[config.mk]
export PLATFORM = sky130hd
export DESIGN_NAME = sb_msg_issuer
export DESIGN_NICKNAME = d
export VERILOG_FILES = /design/src/rtl/sbm_pkg.sv /design/src/rtl/sbm_host_regs.sv /design/src/rtl/sbm_launch_ctl.sv /design/src/rtl/sb_msg_issuer.sv
export SDC_FILE = /design/constraint.sdc
export NUM_CORES = 1
export LEC_CHECK = 0
export BUFFER_PORTS_ARGS = -buffer_cell sky130_fd_sc_hd__buf_2
export CAP_MARGIN = 20
export CELL_PAD_IN_SITES_DETAIL_PLACEMENT = 1
export CELL_PAD_IN_SITES_GLOBAL_PLACEMENT = 1
export CORE_UTILIZATION = 35
export DETAILED_ROUTE_END_ITERATION = 16
export GPL_ROUTABILITY_DRIVEN = 0
export HOLD_SLACK_MARGIN = 0.1
export PLACE_DENSITY_LB_ADDON = 0.15
export SYNTH_ARGS = -nofsm -noshare
export SYNTH_HDL_FRONTEND = slang
export SYNTH_SLANG_ARGS = --single-unit
export TNS_END_PERCENT = 100
[constraint.sdc]
create_clock -name clk -period 2.7 [get_ports clk]
set_clock_uncertainty 0.2 [all_clocks]
set_input_delay 0.405 -clock clk [delete_from_list [all_inputs] [get_ports clk]]
set_output_delay 0.405 -clock clk [all_outputs]
set_load 0.02 [all_outputs]
[src/rtl/sbm_pkg.sv]
package sbm_pkg;
  localparam int OPC_W = 8;
  localparam int PORT_W = 8;
  localparam int OFS_W = 8;
  localparam int MBE_W = 4;

  typedef struct packed {
    logic [OPC_W-1:0]  opcode;
    logic [PORT_W-1:0] port;
    logic [OFS_W-1:0]  offset;
    logic [MBE_W-1:0]  be;
  } sbm_hdr_t;

  typedef enum logic [1:0] {
    ST_IDLE = 2'd0,
    ST_SEND = 2'd1,
    ST_WAIT = 2'd2
  } sbm_state_e;

  function automatic sbm_hdr_t unpack_cmd(input logic [31:0] w);
    sbm_hdr_t h;
    h.opcode = w[31:24];
    h.port   = w[23:16];
    h.offset = w[15:8];
    h.be     = w[7:4];
    return h;
  endfunction
endpackage

[src/rtl/sbm_host_regs.sv]
module sbm_host_regs #(
  parameter int ADDR_W = 8,
  parameter int DATA_W = 32,
  parameter logic [ADDR_W-1:0] CMD_OFS = 8'hD0,
  parameter logic [ADDR_W-1:0] PAY_OFS = 8'hD4
) (
  input  logic                clk,
  input  logic                rst_n,
  input  logic                host_req,
  input  logic                host_we,
  input  logic [ADDR_W-1:0]   host_addr,
  input  logic [DATA_W/8-1:0] host_be,
  input  logic [DATA_W-1:0]   host_wdata,
  input  logic                cap_en,
  input  logic [DATA_W-1:0]   cap_data,
  output logic                cmd_wr,
  output logic [DATA_W-1:0]   pay_q,
  output logic [DATA_W-1:0]   host_rdata
);
  localparam int NB = DATA_W / 8;

  logic pay_wr;

  assign cmd_wr = host_req && host_we && (host_addr == CMD_OFS) && (&host_be);
  assign pay_wr = host_req && host_we && (host_addr == PAY_OFS);

  for (genvar b = 0; b < NB; b++) begin : g_lane
    always_ff @(posedge clk) begin
      if (!rst_n) begin
        pay_q[8*b +: 8] <= '0;
      end else if (cap_en) begin
        pay_q[8*b +: 8] <= cap_data[8*b +: 8];
      end else if (pay_wr && host_be[b]) begin
        pay_q[8*b +: 8] <= host_wdata[8*b +: 8];
      end
    end
  end

  assign host_rdata = (host_addr == PAY_OFS) ? pay_q : '0;
endmodule

[src/rtl/sbm_launch_ctl.sv]
module sbm_launch_ctl
  import sbm_pkg::*;
#(
  parameter int DATA_W = 32
) (
  input  logic              clk,
  input  logic              rst_n,
  input  logic              cmd_wr,
  input  logic [31:0]       cmd_word,
  input  logic [DATA_W-1:0] pay_q,
  input  logic              msg_ready,
  input  logic              rsp_valid,
  output logic              msg_valid,
  output sbm_hdr_t          hdr_q,
  output logic [DATA_W-1:0] data_q,
  output logic              rsp_ready,
  output logic              rsp_fire,
  output logic              busy,
  output logic              err
);
  sbm_state_e state;

  always_ff @(posedge clk) begin
    if (!rst_n) begin
      state  <= ST_IDLE;
      err    <= 1'b0;
      hdr_q  <= '0;
      data_q <= '0;
    end else begin
      unique case (state)
        ST_IDLE: if (cmd_wr) begin
          hdr_q  <= unpack_cmd(cmd_word);
          data_q <= pay_q;
          err    <= 1'b0;
          state  <= ST_SEND;
        end
        ST_SEND: begin
          if (cmd_wr) err <= 1'b1;
          if (msg_ready) state <= ST_WAIT;
        end
        ST_WAIT: begin
          if (cmd_wr) err <= 1'b1;
          if (rsp_valid) state <= ST_IDLE;
        end
        default: state <= ST_IDLE;
      endcase
    end
  end

  assign msg_valid = (state == ST_SEND);
  assign rsp_ready = (state == ST_WAIT);
  assign rsp_fire  = rsp_ready && rsp_valid;
  assign busy      = (state != ST_IDLE);
endmodule

[src/rtl/sb_msg_issuer.sv]
module sb_msg_issuer
  import sbm_pkg::*;
#(
  parameter int ADDR_W = 8,
  parameter int DATA_W = 32,
  parameter logic [ADDR_W-1:0] CMD_OFS = 8'hD0,
  parameter logic [ADDR_W-1:0] PAY_OFS = 8'hD4
) (
  input  logic                clk,
  input  logic                rst_n,
  input  logic                host_req,
  input  logic                host_we,
  input  logic [ADDR_W-1:0]   host_addr,
  input  logic [DATA_W/8-1:0] host_be,
  input  logic [DATA_W-1:0]   host_wdata,
  output logic [DATA_W-1:0]   host_rdata,
  output logic                msg_valid,
  input  logic                msg_ready,
  output logic [OPC_W-1:0]    msg_opcode,
  output logic [PORT_W-1:0]   msg_port,
  output logic [OFS_W-1:0]    msg_offset,
  output logic [MBE_W-1:0]    msg_be,
  output logic [DATA_W-1:0]   msg_data,
  input  logic                rsp_valid,
  output logic                rsp_ready,
  input  logic                rsp_has_data,
  input  logic [DATA_W-1:0]   rsp_data,
  output logic                busy,
  output logic                err
);
  logic              cmd_wr;
  logic              rsp_fire;
  logic [DATA_W-1:0] pay_q;
  sbm_hdr_t          hdr_q;

  sbm_host_regs #(
    .ADDR_W(ADDR_W), .DATA_W(DATA_W), .CMD_OFS(CMD_OFS), .PAY_OFS(PAY_OFS)
  ) u_regs (
    .clk(clk), .rst_n(rst_n),
    .host_req(host_req), .host_we(host_we), .host_addr(host_addr),
    .host_be(host_be), .host_wdata(host_wdata),
    .cap_en(rsp_fire && rsp_has_data), .cap_data(rsp_data),
    .cmd_wr(cmd_wr), .pay_q(pay_q), .host_rdata(host_rdata)
  );

  sbm_launch_ctl #(.DATA_W(DATA_W)) u_ctl (
    .clk(clk), .rst_n(rst_n),
    .cmd_wr(cmd_wr), .cmd_word(host_wdata[31:0]), .pay_q(pay_q),
    .msg_ready(msg_ready), .rsp_valid(rsp_valid),
    .msg_valid(msg_valid), .hdr_q(hdr_q), .data_q(msg_data),
    .rsp_ready(rsp_ready), .rsp_fire(rsp_fire), .busy(busy), .err(err)
  );

  assign msg_opcode = hdr_q.opcode;
  assign msg_port   = hdr_q.port;
  assign msg_offset = hdr_q.offset;
  assign msg_be     = hdr_q.be;
endmodule

==> results of run 1 <==
[tightest hold or removal path, delay by kind of cell]
family          cells  cell delay (ns)
compound gates      1             0.06
buf+inv             1             0.09
simple gates        1             0.06
[state kept, by name, summed over array words and instances (netlist names)]
name,count
u_ctl.data_q,32
u_ctl.err,1
u_ctl.hdr_q,28
u_ctl.state,2
u_regs.pay_q,32
[cell usage in the layout, fill, tap and decap left out, types with 2 or more instances in the layout]
master	netlist	final
sky130_fd_sc_hd__clkbuf_16	0	9
sky130_fd_sc_hd__ha_1	4	4
sky130_fd_sc_hd__a21oi_2	4	4
sky130_fd_sc_hd__mux2_2	33	33
sky130_fd_sc_hd__buf_4	2	8
sky130_fd_sc_hd__nand2_1	127	127
sky130_fd_sc_hd__nand3_1	3	3
sky130_fd_sc_hd__inv_1	5	5
sky130_fd_sc_hd__clkbuf_8	0	2
sky130_fd_sc_hd__mux2i_1	65	65
sky130_fd_sc_hd__buf_2	5	177
sky130_fd_sc_hd__o311ai_0	2	2
sky130_fd_sc_hd__bufinv_16	0	3
sky130_fd_sc_hd__dfxtp_1	95	95
sky130_fd_sc_hd__and2_1	33	32
sky130_fd_sc_hd__nand4_1	31	31
sky130_fd_sc_hd__dlygate4sd3_1	0	5
sky130_fd_sc_hd__buf_12	0	5
sky130_fd_sc_hd__o21ai_0	29	29
[routing by layer]
metal	part of all wire	track usage	wire length (µm)
met2	0.49	0.360	6520
met1	0.44	0.248	5850
met4	0.022	0.0930	287
met5	0	0	0
met3	0.047	0.0418	621
[power by group through the flow]
stage	Clock, mW	Combinational, mW	Sequential [mW]
floorplan	0	0.0714	1.43
CTS	1.55	0.162	1.40
global placement	0	0.152	1.43
global route	1.59	0.176	1.40
finish	1.52	0.161	1.40
detailed placement	0	0.155	1.43
[final cells by class]
type	instances	area (µm²)
Sequential cell	95	1900
Antenna cell	1	2.50
Fill cell	1460	6210
Clock buffer	11	253
Inverter	5	18.8
Tap cell	168	210
Timing Repair Buffer	195	1100
Multi-Input combinational cell	341	2260
Clock inverter	5	104
[per-stage QoR]
stage | area [µm²] | std cells | setup WS (ns) | utilization
2_1_floorplan | 4340 | 478 | 0.286 | -
3_3_place_gp | 5440 | 799 | 0.187 | 0.451
3_5_place_dp | 5440 | 799 | 0.123 | 0.451
4_1_cts | 5840 | 820 | 0.111 | 0.485
5_1_grt | 5850 | 821 | 0.0515 | 0.485
6_report | 5850 | 821 | 0.127 | 0.485
[kinds of logic (layout without fill, tap and decap cells)]
kind of cell	after synthesis	after routing	synth area share
adder cells (fa/ha/maj)	4	4	0.0115
flip-flops	95	95	0.438
other	0	1	0
AO/OA/AOI/OAI	36	36	0.0473
buffers and inverters	42	216	0.0415
AND/OR/NAND/NOR	203	203	0.226
multiplexers	98	98	0.236
[repair_timing]
| action | in CTS | in global routing |
|---|---|---|
| endpoints found under the hold margin | 5 | 0 |
| hold buffers | 5 | 0 |
| setup buffers | 0 | 0 |
[final timing paths]
check             depth (start not counted)  slack (ns)               end             start
setup / recovery                          6        0.13    host_rdata[23]      host_addr[1]
hold / removal                            3        0.11    u_ctl.hdr_q[7]    host_wdata[11]
setup reg to reg                          7        0.32  u_regs.pay_q[18]    u_ctl.state[0]
hold reg to reg                           2        0.26  u_ctl.data_q[28]  u_ctl.data_q[28]
==> insert_results.sql, run 1 <==
INSERT INTO impl_metrics (metric_group, metric, value, unit) VALUES
('power_and_ir_drop', 'ir_drop', '227', 'µV'),
('cts', 'number_of_h_tree_levels', '3', ''),
('timing', 'slew_limit_fails', '0', ''),
('power_and_ir_drop', 'netSwitchingFraction', '0.208', ''),
('synthesis', 'synth_most_common_cell', 'sky130_fd_sc_hd__nand2_1', ''),
('timing', 'whs', '0.106', 'ns'),
('synthesis', 'ys_warn_count', '0', ''),
('detailed_routing', 'finalWirelength', '13300', 'µm'),
('cts', 'worst_setup_hold_path_clk_slew', '0.06', 'ns'),
('synthesis', 'ys_top_cells_by_area', 'sky130_fd_sc_hd__dfxtp_1 (44%), sky130_fd_sc_hd__mux2i_1 (15%), sky130_fd_sc_hd__nand2_1 (11%)', ''),
('timing', 'period_share', '0.953', ''),
('power_and_ir_drop', 'share_clk_of_total_power', '0.493', ''),
('detailed_routing', 'postRouteAntennaNets', '0', ''),
('floorplan', 'design.portCount', '179', ''),
('critical_path', 'path_common_cell', 'sky130_fd_sc_hd__buf_2', ''),
('timing', 'fmaxAchievable', '0.389', 'GHz'),
('synthesis', 'synthDominantCellAreaShare', '0.438', ''),
('timing', 'unrepaired_setup_endpoints_after_global_routing', 'no', ''),
('placed_design', 'place.port_buffers', '178', ''),
('critical_path', 'required', '2.10', 'ns'),
('detailed_routing', 'vias', '4013', ''),
('cts', 'clock_insertion_delay_worst_skew', '0.35', 'ns'),
('global_routing', 'grt_first_pass_wirelength', '20600', 'µm'),
('global_routing', 'global_route.overflow_total', '0', ''),
('global_routing', 'grt_start_max_net_pins', '60', ''),
('timing', 'layout_min_cycle_time', '2.57', 'ns'),
('timing', 'tightestPinTransition', '0.722', 'ns'),
('cts', 'cts_root_buffer', 'sky130_fd_sc_hd__clkbuf_16', ''),
('cts', 'clock_tree_from_tritoncts', 'built', ''),
('critical_path', 'timing.critical_path.from_type', 'input port', ''),
('outcome', 'outcome', 'complete, no violations', ''),
('floorplan', 'core', '12100', 'µm²'),
('critical_path', 'endpoint_kind', 'output pin', ''),
('critical_path', 'crit_slowest_cell', 'sky130_fd_sc_hd__or4b_2', ''),
('synthesis', 'synth_area_per_cell', '9.08', 'µm²'),
('detailed_routing', 'detail_route.first_pass.iterations', '4', ''),
('floorplan', 'fp.dieW', '113', 'µm'),
('timing', 'finalSetupTns', '0', 'ns'),
('floorplan', 'rows', '40', ''),
('synthesis', 'syn_area', '4340', 'µm²'),
('cts', 'clock_tree.buffer_depth', '2', ''),
('cts', 'tritoncts.num_buffers', '9', ''),
('synthesis', 'yosys_register_bits', '95', ''),
('cells_and_area', 'drive_gt1_frac', '0.383', ''),
('synthesis', 'yosysTopAreaCell', 'sky130_fd_sc_hd__dfxtp_1', ''),
('floorplan', 'fp.dieH', '113', 'µm'),
('synthesis', 'synthCells', '478', ''),
('global_routing', 'grt.total_usage', '0.208', ''),
('synthesis', 'synth_top_cells_by_count', 'sky130_fd_sc_hd__nand2_1 (127), sky130_fd_sc_hd__dfxtp_1 (95), sky130_fd_sc_hd__mux2i_1 (65)', ''),
('power_and_ir_drop', 'powerDensity', '526', 'nW/µm²'),
('detailed_routing', 'drtIter0Drc', '157', ''),
('cts', 'post_cts_resize_count', '0', ''),
('detailed_routing', 'routed_wire_length_per_instance', '16.2', 'µm'),
('timing', 'hold_viol_final', '0', ''),
('synthesis', 'post_synth_num_cell_types', '28', ''),
('timing', 'report.final.setup_viol', '0', ''),
('cells_and_area', 'area_delta_synth_final', '34.8', '%'),
('critical_path', 'cp_top_family', 'simple AND/OR/NAND/NOR gates', ''),
('flow_run', 'max-cap-violations', '0', ''),
('floorplan', 'design.die.area', '12800', 'µm²'),
('synthesis', 'number_of_flops_mapped_to_enable_cells_by_yosys', '0', ''),
('power_and_ir_drop', 'cellInternalPower', '2.44', 'mW'),
('global_routing', 'number_of_antenna_violations_at_the_first_check_in_global_routing', '1', ''),
('cts', 'clock-sinks', '95', ''),
('cells_and_area', 'nNetsFinal', '734', ''),
('timing', 'worst_slew_margin_rel', '0.519', ''),
('detailed_routing', 'avgViaCountPerCell', '4.89', ''),
('detailed_routing', 'remaining_drc_errors', '0', ''),
('power_and_ir_drop', 'power.net_switching', '0.641', 'mW'),
('power_and_ir_drop', 'p_total', '3.08', 'mW'),
('critical_path', 'critical_path.max_fanout', '32', '');
No activity file was read; power rests on OpenSTA's default activity.
==> run 2: changes to the inputs <==
- CELL_PAD_IN_SITES_DETAIL_PLACEMENT: 1 -> 0
- SETUP_SLACK_MARGIN: default -> 0.15
==> insert_results.sql, run 2 (synthesized netlist as in run 1, its figures left out) <==
INSERT INTO impl_metrics (metric_group, metric, value, unit) VALUES
('critical_path', 'critical_path.max_fanout', '16', ''),
('cts', 'clock_insertion_delay_worst_skew', '0.34', 'ns'),
('global_routing', 'grt_start_max_net_pins', '60', ''),
('cells_and_area', 'num_antenna_cells', '0', ''),
('cells_and_area', 'drive_gt1_frac', '0.386', ''),
('timing', 'fmaxAchievable', '0.409', 'GHz'),
('critical_path', 'required', '2.10', 'ns'),
('cts', 'tritoncts.num_buffers', '9', ''),
('detailed_routing', 'finalWirelength', '12200', 'µm'),
('power_and_ir_drop', 'leakage', '2.94', 'nW'),
('critical_path', 'timing.critical_path.slowest_cell_delay', '0.57', 'ns'),
('timing', 'whs', '0.111', 'ns'),
('placed_design', 'place.port_buffers', '178', ''),
('detailed_routing', 'remaining_drc_errors', '0', ''),
('timing', 'hold_viol_final', '0', ''),
('timing', 'worst_slew_margin_rel', '0.487', ''),
('cells_and_area', 'area_delta_synth_final', '34.1', '%'),
('floorplan', 'design.die.area', '12800', 'µm²'),
('timing', 'report.final.setup_viol', '0', ''),
('flow_run', 'max-cap-violations', '0', ''),
('global_routing', 'via_count_of_the_first_global_routing_pass', '3743', ''),
('cells_and_area', 'layout_common_cells', 'sky130_fd_sc_hd__buf_2 (177), sky130_fd_sc_hd__nand2_1 (127), sky130_fd_sc_hd__dfxtp_1 (95), sky130_fd_sc_hd__mux2i_1 (65), sky130_fd_sc_hd__mux2_2 (33)', ''),
('cells_and_area', 'nNetsFinal', '733', ''),
('detailed_routing', 'detail_route.first_pass.iterations', '4', ''),
('hold_path', 'timing.hold.worst.class', 'input port to flip-flop', ''),
('global_routing', 'number_of_antenna_violations_at_the_first_check_in_global_routing', '0', ''),
('floorplan', 'design.portCount', '179', ''),
('timing', 'unrepaired_setup_endpoints_after_global_routing', 'no', ''),
('floorplan', 'initial_utilization', '0.360', ''),
('power_and_ir_drop', 'ir_drop', '247', 'µV'),
('cells_and_area', 'num-fill-cells', '1221', ''),
('outcome', 'outcome', 'complete, no violations', ''),
('cells_and_area', 'top_regs', 'u_ctl.data_q (32), u_regs.pay_q (32), u_ctl.hdr_q (28)', ''),
('global_routing', 'grt_first_pass_wirelength', '19000', 'µm'),
('critical_path', 'endpoint_kind', 'output pin', ''),
('timing', 'finalSetupTns', '0', 'ns'),
('detailed_routing', 'avgViaCountPerCell', '4.84', ''),
('cts', 'cts_root_buffer', 'sky130_fd_sc_hd__clkbuf_16', ''),
('critical_path', 'timing.critical_path.from_type', 'input port', ''),
('timing', 'tightestPinTransition', '0.770', 'ns'),
('global_routing', 'global_route.overflow_total', '0', ''),
('detailed_routing', 'vias', '3963', ''),
('floorplan', 'rows', '40', ''),
('timing', 'period_share', '0.906', ''),
('critical_path', 'crit_slowest_cell', 'sky130_fd_sc_hd__or4b_4', ''),
('floorplan', 'fp.dieH', '113', 'µm'),
('floorplan', 'core', '12100', 'µm²'),
('critical_path', 'path_common_cell', 'sky130_fd_sc_hd__buf_2', ''),
('cts', 'clock_tree.buffer_depth', '2', ''),
('critical_path', 'arrival', '1.84', 'ns'),
('power_and_ir_drop', 'powerDensity', '494', 'nW/µm²'),
('timing', 'slew_limit_fails', '0', ''),
('critical_path', 'timing_worst_setup_path_type', 'input port to output pin', ''),
('detailed_routing', 'routed_wire_length_per_instance', '14.9', 'µm'),
('global_routing', 'grt.total_usage', '0.193', ''),
('cts', 'worst_setup_hold_path_clk_slew', '0.07', 'ns'),
('cells_and_area', 'layout_commonest_cell', 'sky130_fd_sc_hd__buf_2', ''),
('cts', 'number_of_h_tree_levels', '3', ''),
('cts', 'clock_tree_from_tritoncts', 'built', ''),
('placed_design', 'hpwlAfterDp', '8650', 'µm'),
('cts', 'clock-sinks', '95', ''),
('floorplan', 'fp.dieW', '113', 'µm'),
('timing', 'layout_min_cycle_time', '2.45', 'ns'),
('detailed_routing', 'postRouteAntennaNets', '0', ''),
('detailed_routing', 'drtIter0Drc', '171', ''),
('critical_path', 'cp_cell_sequence', 'buf_2 > or4b_4 > nor2_4 > bufbuf_16 > and2_1 > buf_2', '');
[run 2: worst max-delay path: cells and delay by family]
kind | cells | cell delay, ns
AND/OR/NAND/NOR | 3 | 0.85
buffers and inverters | 3 | 0.57
[run 2: path summary, 6_finish.rpt]
kind                                       start          endpoint  slack (ns)  cells past startpoint
worst max-delay path                host_addr[1]    host_rdata[10]        0.25                      6
worst min-delay path              host_wdata[14]   u_ctl.hdr_q[10]        0.11                      3
worst max register to register    u_ctl.state[0]  u_regs.pay_q[31]        0.37                      7
worst min register to register  u_ctl.data_q[29]  u_ctl.data_q[29]        0.25                      2
[run 2: repair_timing]
action	4_1_cts	5_1_grt
hold buffers	2	0
resized for setup	2	0
buffers inserted	1	0
endpoints found under the hold margin	2	0
setup endpoints to repair	6	0
[run 2: final cells by class]
| cell class | instances | area [µm²] | share of cell area |
|---|---|---|---|
| multi-input cells | 341 | 2270 | 0.390 |
| flip-flops and latches | 95 | 1900 | 0.327 |
| repair buffers | 194 | 1110 | 0.190 |
| clock buffers | 13 | 270 | 0.0465 |
| well taps | 168 | 210 | 0.0361 |
| clock inverters | 3 | 40.0 | 0.00688 |
| inverters | 5 | 18.8 | 0.00323 |
[run 2: through the flow]
stage | util | instances | setup slack [ns] | total power [mW] | cell area, µm²
finish | 0.482 | 819 | 0.254 | 2.87 | 5820
global route | 0.482 | 819 | 0.212 | 3.00 | 5820
CTS | 0.482 | 819 | 0.269 | 2.92 | 5820
detailed placement | 0.451 | 799 | 0.129 | 1.59 | 5440
global placement | 0.451 | 799 | 0.187 | 1.59 | 5440
floorplan | - | 478 | 0.286 | 1.50 | 4340
[run 2: per-layer routing]
layer | global-route usage | share of wire
met5 | 0 | 0
met4 | 0.0711 | 0.014
met3 | 0.0380 | 0.051
met2 | 0.322 | 0.47
met1 | 0.247 | 0.47
[run 2: power by group]
group          internal, mW  switching (mW)
logic                0.0776          0.0793
clock network         0.791           0.526
registers              1.40        0.000176
